File: src/rtl/uab_pkg.sv
package uab_pkg;
   typedef enum logic [1:0] {
      RX_IDLE  = 2'd0,
      RX_START = 2'd1,
      RX_DATA  = 2'd2,
      RX_STOP  = 2'd3
   } rx_state_e;
endpackage

File: src/rtl/uab_sync.sv
// Input synchroniser chain plus edge detection on the settled line.
module uab_sync #(
   parameter int unsigned STAGES = 2
) (
   input  logic clk,
   input  logic rst_n,
   input  logic rx_i,
   output logic line_o,
   output logic edge_o,
   output logic fall_o
);
   logic [STAGES:0] chain;

   always_ff @(posedge clk or negedge rst_n) begin
      if (!rst_n) chain <= '1;
      else        chain <= {chain[STAGES-1:0], rx_i};
   end

   assign line_o = chain[STAGES-1];
   assign edge_o = chain[STAGES-1] ^ chain[STAGES];
   assign fall_o = chain[STAGES] & ~chain[STAGES-1];
endmodule

File: src/rtl/uab_run_meter.sv
// Times each constant-level run and keeps the shortest valid one.
module uab_run_meter #(
   parameter int unsigned CNT_W   = 20,
   parameter int unsigned MIN_RUN = 8
) (
   input  logic             clk,
   input  logic             rst_n,
   input  logic             edge_i,
   input  logic             clr_i,
   output logic [CNT_W-1:0] period_o,
   output logic             valid_o,
   output logic             upd_o
);
   localparam logic [CNT_W-1:0] CNT_MAX = '1;
   localparam logic [CNT_W-1:0] MIN_L   = CNT_W'(MIN_RUN);

   logic [CNT_W-1:0] run_q;
   logic [CNT_W-1:0] est_q;

   assign upd_o = edge_i && !clr_i && (run_q >= MIN_L) && (run_q < est_q);

   // The run before the first edge is of unknown length: start saturated.
   always_ff @(posedge clk or negedge rst_n) begin
      if (!rst_n)              run_q <= CNT_MAX;
      else if (edge_i)         run_q <= CNT_W'(1);
      else if (run_q != CNT_MAX) run_q <= run_q + CNT_W'(1);
   end

   always_ff @(posedge clk or negedge rst_n) begin
      if (!rst_n)      est_q <= CNT_MAX;
      else if (clr_i)  est_q <= CNT_MAX;
      else if (upd_o)  est_q <= run_q;
   end

   assign period_o = est_q;
   assign valid_o  = (est_q != CNT_MAX);
endmodule

File: src/rtl/uab_frame_rx.sv
// Frame sequencer: mid-cell sampling with re-timing on every edge.
module uab_frame_rx
   import uab_pkg::*;
#(
   parameter int unsigned CNT_W     = 20,
   parameter int unsigned DATA_BITS = 8
) (
   input  logic                 clk,
   input  logic                 rst_n,
   input  logic                 line_i,
   input  logic                 edge_i,
   input  logic                 fall_i,
   input  logic [CNT_W-1:0]     period_i,
   input  logic                 period_ok_i,
   input  logic                 abort_i,
   output logic [DATA_BITS-1:0] data_o,
   output logic                 vld_o,
   output logic                 ferr_o
);
   localparam int unsigned IDX_W = (DATA_BITS > 1) ? $clog2(DATA_BITS) : 1;
   localparam logic [IDX_W-1:0] IDX_LAST = IDX_W'(DATA_BITS - 1);

   rx_state_e            state_q;
   logic [CNT_W-1:0]     tmr_q;
   logic [IDX_W-1:0]     idx_q;
   logic [DATA_BITS-1:0] shift_q;
   logic [CNT_W-1:0]     half;
   logic                 step;
   logic                 smp;

   assign half = period_i >> 1;
   // An edge past the sample point opens the next cell; otherwise the cell restarts.
   assign step = edge_i ? (tmr_q > half) : (tmr_q == period_i - CNT_W'(1));
   assign smp  = !edge_i && (tmr_q == half);

   always_ff @(posedge clk or negedge rst_n) begin
      if (!rst_n) begin
         state_q <= RX_IDLE;
         tmr_q   <= '0;
         idx_q   <= '0;
         shift_q <= '0;
         data_o  <= '0;
         vld_o   <= 1'b0;
         ferr_o  <= 1'b0;
      end else begin
         vld_o  <= 1'b0;
         ferr_o <= 1'b0;
         if (abort_i) begin
            state_q <= RX_IDLE;
         end else if (state_q == RX_IDLE) begin
            if (fall_i && period_ok_i) begin
               state_q <= RX_START;
               tmr_q   <= '0;
               idx_q   <= '0;
            end
         end else begin
            if (edge_i || step) tmr_q <= '0;
            else                tmr_q <= tmr_q + CNT_W'(1);

            if (step) begin
               case (state_q)
                  RX_START: state_q <= RX_DATA;
                  RX_DATA: begin
                     if (idx_q == IDX_LAST) state_q <= RX_STOP;
                     else                   idx_q   <= idx_q + IDX_W'(1);
                  end
                  default: ;
               endcase
            end

            if (smp) begin
               case (state_q)
                  RX_START: if (line_i) state_q <= RX_IDLE;
                  RX_DATA:  shift_q <= {line_i, shift_q[DATA_BITS-1:1]};
                  RX_STOP: begin
                     state_q <= RX_IDLE;
                     if (line_i) begin
                        data_o <= shift_q;
                        vld_o  <= 1'b1;
                     end else begin
                        ferr_o <= 1'b1;
                     end
                  end
                  default: ;
               endcase
            end
         end
      end
   end
endmodule

File: src/rtl/uart_autobaud_rx.sv
module uart_autobaud_rx #(
   parameter int unsigned CNT_W       = 20,
   parameter int unsigned MIN_RUN     = 8,
   parameter int unsigned DATA_BITS   = 8,
   parameter int unsigned LOCK_FRAMES = 4,
   parameter int unsigned SYNC_STAGES = 2
) (
   input  logic                 clk,
   input  logic                 rst_n,
   input  logic                 rx_i,
   input  logic                 clr_est_i,
   output logic [DATA_BITS-1:0] data_o,
   output logic                 data_vld_o,
   output logic                 frame_err_o,
   output logic                 locked_o,
   output logic [CNT_W-1:0]     period_o
);
   localparam int unsigned LK_W = $clog2(LOCK_FRAMES + 1);
   localparam logic [LK_W-1:0] LK_FULL = LK_W'(LOCK_FRAMES);

   if (SYNC_STAGES < 2) begin : g_bad_sync
      $error("SYNC_STAGES must be at least 2");
   end
   if (MIN_RUN < 4 || MIN_RUN >= (1 << (CNT_W - 1))) begin : g_bad_min
      $error("MIN_RUN out of range for CNT_W");
   end
   if (LOCK_FRAMES < 1) begin : g_bad_lock
      $error("LOCK_FRAMES must be at least 1");
   end

   logic line, edge_s, fall_s;
   logic est_ok, est_upd;
   logic [LK_W-1:0] lk_q;

   uab_sync #(.STAGES(SYNC_STAGES)) i_sync (
      .clk    (clk),
      .rst_n  (rst_n),
      .rx_i   (rx_i),
      .line_o (line),
      .edge_o (edge_s),
      .fall_o (fall_s)
   );

   uab_run_meter #(.CNT_W(CNT_W), .MIN_RUN(MIN_RUN)) i_meter (
      .clk      (clk),
      .rst_n    (rst_n),
      .edge_i   (edge_s),
      .clr_i    (clr_est_i),
      .period_o (period_o),
      .valid_o  (est_ok),
      .upd_o    (est_upd)
   );

   uab_frame_rx #(.CNT_W(CNT_W), .DATA_BITS(DATA_BITS)) i_frame (
      .clk         (clk),
      .rst_n       (rst_n),
      .line_i      (line),
      .edge_i      (edge_s),
      .fall_i      (fall_s),
      .period_i    (period_o),
      .period_ok_i (est_ok),
      .abort_i     (clr_est_i),
      .data_o      (data_o),
      .vld_o       (data_vld_o),
      .ferr_o      (frame_err_o)
   );

   always_ff @(posedge clk or negedge rst_n) begin
      if (!rst_n)                                  lk_q <= '0;
      else if (clr_est_i || est_upd || frame_err_o) lk_q <= '0;
      else if (data_vld_o && lk_q != LK_FULL)      lk_q <= lk_q + LK_W'(1);
   end

   assign locked_o = (lk_q == LK_FULL);
endmodule

File: config.mk
export PLATFORM = sky130hd
export DESIGN_NAME = uart_autobaud_rx
export DESIGN_NICKNAME = d
export VERILOG_FILES = /design/src/rtl/uab_pkg.sv /design/src/rtl/uab_sync.sv /design/src/rtl/uab_run_meter.sv /design/src/rtl/uab_frame_rx.sv /design/src/rtl/uart_autobaud_rx.sv
export SDC_FILE = /design/constraint.sdc
export NUM_CORES = 1
export LEC_CHECK = 0
export BUFFER_PORTS_ARGS = -buffer_cell sky130_fd_sc_hd__buf_2
export CAP_MARGIN = 5
export CORE_ASPECT_RATIO = 0.5
export CORE_MARGIN = 3
export CORE_UTILIZATION = 50
export CTS_CLUSTER_SIZE = 25
export DETAILED_ROUTE_END_ITERATION = 10
export GPL_TIMING_DRIVEN = 0
export PLACE_DENSITY = 0.64
export SYNTH_ARGS = -nofsm -noshare
export SYNTH_HDL_FRONTEND = slang
export SYNTH_SLANG_ARGS = --single-unit
File: constraint.sdc
create_clock -name clk -period 7.5 [get_ports clk]
set_input_delay 0.75 -clock clk [delete_from_list [all_inputs] [get_ports clk]]
set_output_delay 0.75 -clock clk [all_outputs]
set_load 0.005 [all_outputs]
---- Word level (Yosys, flattened, before mapping) ----
Cells that the tools add are included.
word-level totals
  flip-flop bits (word level) ............. 89
  output and inout bits ................... 31
  input port bits ......................... 4
cells by class
  reductions and logical operators ........ 21
  order comparisons ....................... 3
  muxes and demuxes ....................... 34
  eq/ne operators ......................... 13
  add/sub/neg operators ................... 5
  bitwise gates (word level) .............. 5
operators by type and width
  operator                 number
  $mux W20                 7
  $add A20 B1 Y20 const B  2
  $ne A20 B20 Y1 const B   2
  $mux W3                  7
  $eq A20 B19 Y1           1
  $eq A20 B20 Y1           1
  $ge A20 B4 Y1 const B    1
  $gt A20 B19 Y1           1
  $lt A20 B20 Y1           1
  $sub A20 B1 Y20 const B  1
  $mux W2                  7
  $mux W1                  11
  $reduce_and A5 Y1        2
  $reduce_bool A2 Y1       5
  $pmux W2 S2              2
  $add A3 B1 Y3 const B    2
  $eq A3 B3 Y1 const B     2
  $logic_and A1 B1 Y1      6
  $ne A3 B3 Y1 const B     2
  $eq A2 B2 Y1 const B     2
  $reduce_and A4 Y1        1
  $logic_or A1 B1 Y1       3
  $not A1 Y1               3
  $eq A2 B1 Y1 const B     1
  7 further kinds          8

---- Logic depth before layout (Yosys ltp) ----
  depth after elaboration ................. 9
  gate-level depth with buffers ........... 14

---- By module ----
A second synthesis with hierarchy kept.
unflattened totals
  cell total of the unflattened synthesis .. 664
  area, all modules ....................... 6221.0 µm²
by module, submodules not included
  module            cells an instance  times used  seq. area each (µm²)  area each (µm²)
  uab_frame_rx      381                1           1076.0                3364.5
  uab_run_meter     258                1           1051.0                2549.9
  uart_autobaud_rx  19                 1           75.1                  207.7
  uab_sync          6                  1           78.8                  98.8

---- Least setup slack after synthesis ----
OpenSTA, ideal clock, no wires.
  path type ............................... register to register
  start ................................... reg i_meter.est_q[7] (netlist: i_meter.period_o[7])
  end ..................................... reg i_frame.data_o[0]
  required time ........................... 7.375 ns
  setup slack ............................. 4.456 ns
  period minus slack after synthesis ...... 3.044 ns
  library setup time ...................... 0.125 ns
  cell stages (with the launch flop) ...... 10
  arrival time ............................ 2.920 ns
  cell sequence ........................... dfstp_2 clkbuf_1 inv_1 ha_1 nand4_1 or2_2 nor4_1 nand3_1 nor2_1 mux2_2
on the way
  cells in the longest elaborated chain, start to end .. 3
RTL lines
  item                                line                 source
  start: declaration                  uab_run_meter.sv:18  logic [CNT_W-1:0] est_q;
  start signal: assignment            uab_run_meter.sv:32  else if (upd_o) est_q <= run_q;
  $eq A20 B19 Y1                      uab_frame_rx.sv:34   assign smp = !edge_i && (tmr_q == half);
  $logic_and A1 B1 Y1                 uab_frame_rx.sv:34
  $reduce_and A5 Y1 (no source line)  --
  end signal: assignment              uab_frame_rx.sv:78   data_o <= shift_q;
  end: declaration                    uab_frame_rx.sv:16   output logic [DATA_BITS-1:0] data_o,
No other way between the ends.
A chain may end at the register's enable or synchronous reset.

---- Final worst setup path ----
  start ................................... reg i_meter.est_q[7] (netlist: i_meter.period_o[7])
  end ..................................... reg i_frame.data_o[7]
The elaborated chain is that of the path after synthesis.

==> impl_metrics.json <==
{
  "groute.usage.overall": 0.240,
  "antenna_found_initial": 0,
  "rsz0062_at_grt": "false",
  "wl_per_cell_um": 18.2,
  "r2r_setup_slack_ns": 3.56,
  "critPathMaxStageDelay_ns": 0.66,
  "grt_remaining_overflow": 0,
  "crit_arrival_ns": 4.17,
  "synth_ff_type": "dfrtp_1",
  "insertion_delay_ns": 0.35,
  "syn_nets": 722,
  "p_leak_uw": 0.00333,
  "post-route-drc-count": 0,
  "synth.yosys.warnings": 0,
  "ant_nets": 0,
  "synth_async_sr_flop_share": 1.00,
  "cts_tree": "done",
  "synth_cells": 666,
  "post_cts_buffers": 0,
  "cp_top_family": "simple AND/OR/NAND/NOR gates",
  "cts_num_sinks": 89,
  "place_inst": 860,
  "worst_pin_slew_ns": 0.906,
  "pre_cts_ws_ns": 3.58,
  "maxCapViolations": 0,
  "clock_skew_ns": 0.0105,
  "finalCriticalPeriod_ns": 3.94,
  "drt-total-wl_um": 15900,
  "ir_drop_mv": 0.113,
  "min_period_over_period": 0.525,
  "place_hpwl_um": 11900,
  "slowest_stage": "nor2_1",
  "cts_htree_levels": 3,
  "slew_violations": 0,
  "finalNetCount": 768,
  "initial_core_util": 0.535,
  "final.setup.tns_ns": 0,
  "ios": 35,
  "stdcell_area_um2": 6830,
  "syn_area_um2": 6130,
  "ctsHoldBuffers": 0,
  "fmax_ghz": 0.254,
  "cts_buffer_depth": 2,
  "cp_max_fo": 10,
  "ys_seq_area_frac": 0.372,
  "cts.reportedPaths.clkPinSlew_ns": 0.08,
  "yosysUniqueCellTypes": 61,
  "hold_viol_final": 0,
  "status": "completed",
  "crit_required_ns": 7.73,
  "fp.dieArea_um2": 13700,
  "synthToLayoutAreaGrowth_pct": 11.5,
  "syn_area_per_cell_um2": 9.20,
  "worstPathCellList": "clkbuf_1, inv_1, ha_1, nand4_1, or2_2, nor4_1, nand3_1, nor2_1, mux2_2",
  "core_um2": 11500,
  "dieHeight_um": 84.3,
  "crit_buf_inv": 2,
  "via_per_inst": 5.87,
  "rows": 27,
  "crit_type": "reg -> reg",
  "stdcell_count": 876,
  "cts-resized-gates": 0,
  "vias": 5138,
  "fin_ws_ns": 3.56,
  "n_antenna_cell": 0,
  "io_buffers": 34,
  "routabilityCongestion": 0.881,
  "firstDrtPassIters": 5,
  "finalSetupViolCount": 0,
  "powerDensity_nw_per_um2": 174,
  "root_buffer": "clkbuf_16",
  "cts_buffers": 9,
  "endpoint_kind": "flop",
  "worst_setup_path_start_kind": "flop",
  "critPathLaunch": "i_meter.period_o[7]",
  "die_w_um": 163,
  "drt_iter0_drc": 448,
  "synth_edf_count": 0,
  "max_slew_margin": 0.388,
  "grt_max_degree": 66,
  "grt_pass1_wl_um": 26000,
  "place_area_um2": 6530,
  "synth-seq-cells": 89,
  "hold_path_class": "in -> async",
  "drive_gt1_frac": 0.183,
  "reg2reg_from": "i_meter.period_o[7]",
  "grt_pass1_vias": 4915
}
[metal layers]
| layer | vias to the layer above | global-route usage | routed length (um) |
|---|---|---|---|
| met5 | - | 0 | 0 |
| met4 | 0 | 0.0430 | 114 |
| met3 | 10 | 0.0532 | 949 |
| met2 | 125 | 0.360 | 6800 |
| met1 | 2497 | 0.359 | 8070 |
| li1 | 2506 | - | - |
[placed cells by master (no fill, tap or decap), types with 3 or more instances in the layout]
master / Yosys / routed
nor2_1: 84 / 84
ha_1: 52 / 52
dfrtp_1: 46 / 46
dfstp_2: 43 / 43
buf_2: 5 / 38
inv_1: 34 / 34
nand3_1: 33 / 33
xnor2_1: 32 / 32
nand2_1: 29 / 29
a21oi_1: 26 / 26
clkbuf_1: 25 / 25
nand4_1: 21 / 21
mux2i_1: 21 / 21
a31oi_1: 17 / 17
mux2_2: 17 / 17
nor4_1: 16 / 16
nor3_1: 16 / 16
a21o_1: 15 / 15
and3_1: 13 / 13
o21ai_0: 12 / 12
xor2_1: 11 / 11
clkbuf_16: 0 / 9
a22o_1: 8 / 8
or3_1: 7 / 7
nor2b_1: 6 / 6
nand2b_1: 6 / 6
or2_2: 4 / 4
and4_1: 4 / 4
nor3b_1: 4 / 4
or4_1: 4 / 4
o211ai_1: 4 / 4
and2_1: 3 / 3
o21a_1: 3 / 3
a211oi_1: 3 / 3
buf_4: 2 / 3
or2b_1: 3 / 3
[final timing paths]
kind,depth (start not counted),to
max,9,i_frame.data_o[7]
min,1,lk_q[0]
max reg2reg,9,i_frame.data_o[7]
min reg2reg,0,i_sync.chain[1]
max in group asynchronous,2,i_meter.period_o[12]
min in group clk,0,i_sync.chain[1]
[flip-flops by register name, indices dropped and copies added (netlist names), 2 cells and up]
| signal | count |
|---|---|
| i_frame.tmr_q | 20 |
| i_meter.period_o | 20 |
| i_meter.run_q | 20 |
| i_frame.data_o | 8 |
| i_frame.shift_q | 8 |
| i_frame.idx_q | 3 |
| i_sync.chain | 3 |
| lk_q | 3 |
| i_frame.state_q | 2 |
[synth_stat cells, types with 7 or more instances]
| library cell | n | area share |
|---|---|---|
| mux2_2 | 17 | 0.031 |
| a22o_1 | 8 | 0.011 |
| or3_1 | 7 | 0.0071 |
| o21ai_0 | 12 | 0.0098 |
| ha_1 | 52 | 0.11 |
| mux2i_1 | 21 | 0.034 |
| nor3_1 | 16 | 0.013 |
| nand2_1 | 29 | 0.018 |
| xor2_1 | 11 | 0.016 |
| nor4_1 | 16 | 0.016 |
| a31oi_1 | 17 | 0.017 |
| a21oi_1 | 26 | 0.021 |
| and3_1 | 13 | 0.013 |
| nand4_1 | 21 | 0.021 |
| xnor2_1 | 32 | 0.046 |
| nand3_1 | 33 | 0.027 |
| dfstp_2 | 43 | 0.18 |
| nor2_1 | 84 | 0.051 |
| clkbuf_1 | 25 | 0.015 |
| dfrtp_1 | 46 | 0.19 |
| inv_1 | 34 | 0.021 |
| a21o_1 | 15 | 0.018 |
[kinds of logic (layout without fill, tap and decap cells)]
kind of cell             count (synthesis)  in the layout  synth area share
flip-flops                              89             89             0.372
AO/OA/AOI/OAI                          116            116             0.132
XOR/XNOR                                43             43            0.0615
buffers and inverters                   69            120            0.0470
multiplexers                            38             38            0.0656
AND/OR/NAND/NOR                        259            259             0.215
adder cells (fa/ha/maj)                 52             52             0.106
[worst reg2reg max path, cell delays in order, from the launching register on]
cell and delay [ns]:
dfstp_2 0.56, clkbuf_1 0.35, inv_1 0.20, ha_1 0.35
nand4_1 0.11, or2_2 0.30, nor4_1 0.58, nand3_1 0.30
nor2_1 0.66, mux2_2 0.41
[metrics by stage]
step	hold slack [ns]	util	power [uW]
after floorplan	0.345	-	664
after global placement	0.345	0.567	723
after detailed placement	0.349	0.570	728
after CTS	0.299	0.596	1190
after global routing	0.300	0.596	1240
final	0.294	0.596	1190
[layout make-up]
| type | count | area (um2) |
|---|---|---|
| tap | 159 | 199 |
| fill | 1025 | 4620 |
| multi-input combinational | 508 | 3560 |
| inverter | 35 | 131 |
| clock buffer | 9 | 225 |
| buffer | 34 | 156 |
| timing repair buffer | 35 | 200 |
| sequential | 89 | 2280 |
| clock inverter | 7 | 80.1 |
[power breakdown]
part           internal (uW)  switching [uW]  total (uW)
Clock                    238             228         465
Combinational           69.7             107         176
Sequential               512            34.1         546
Total                    820             368        1190
No activity file was read; power rests on OpenSTA's default activity.
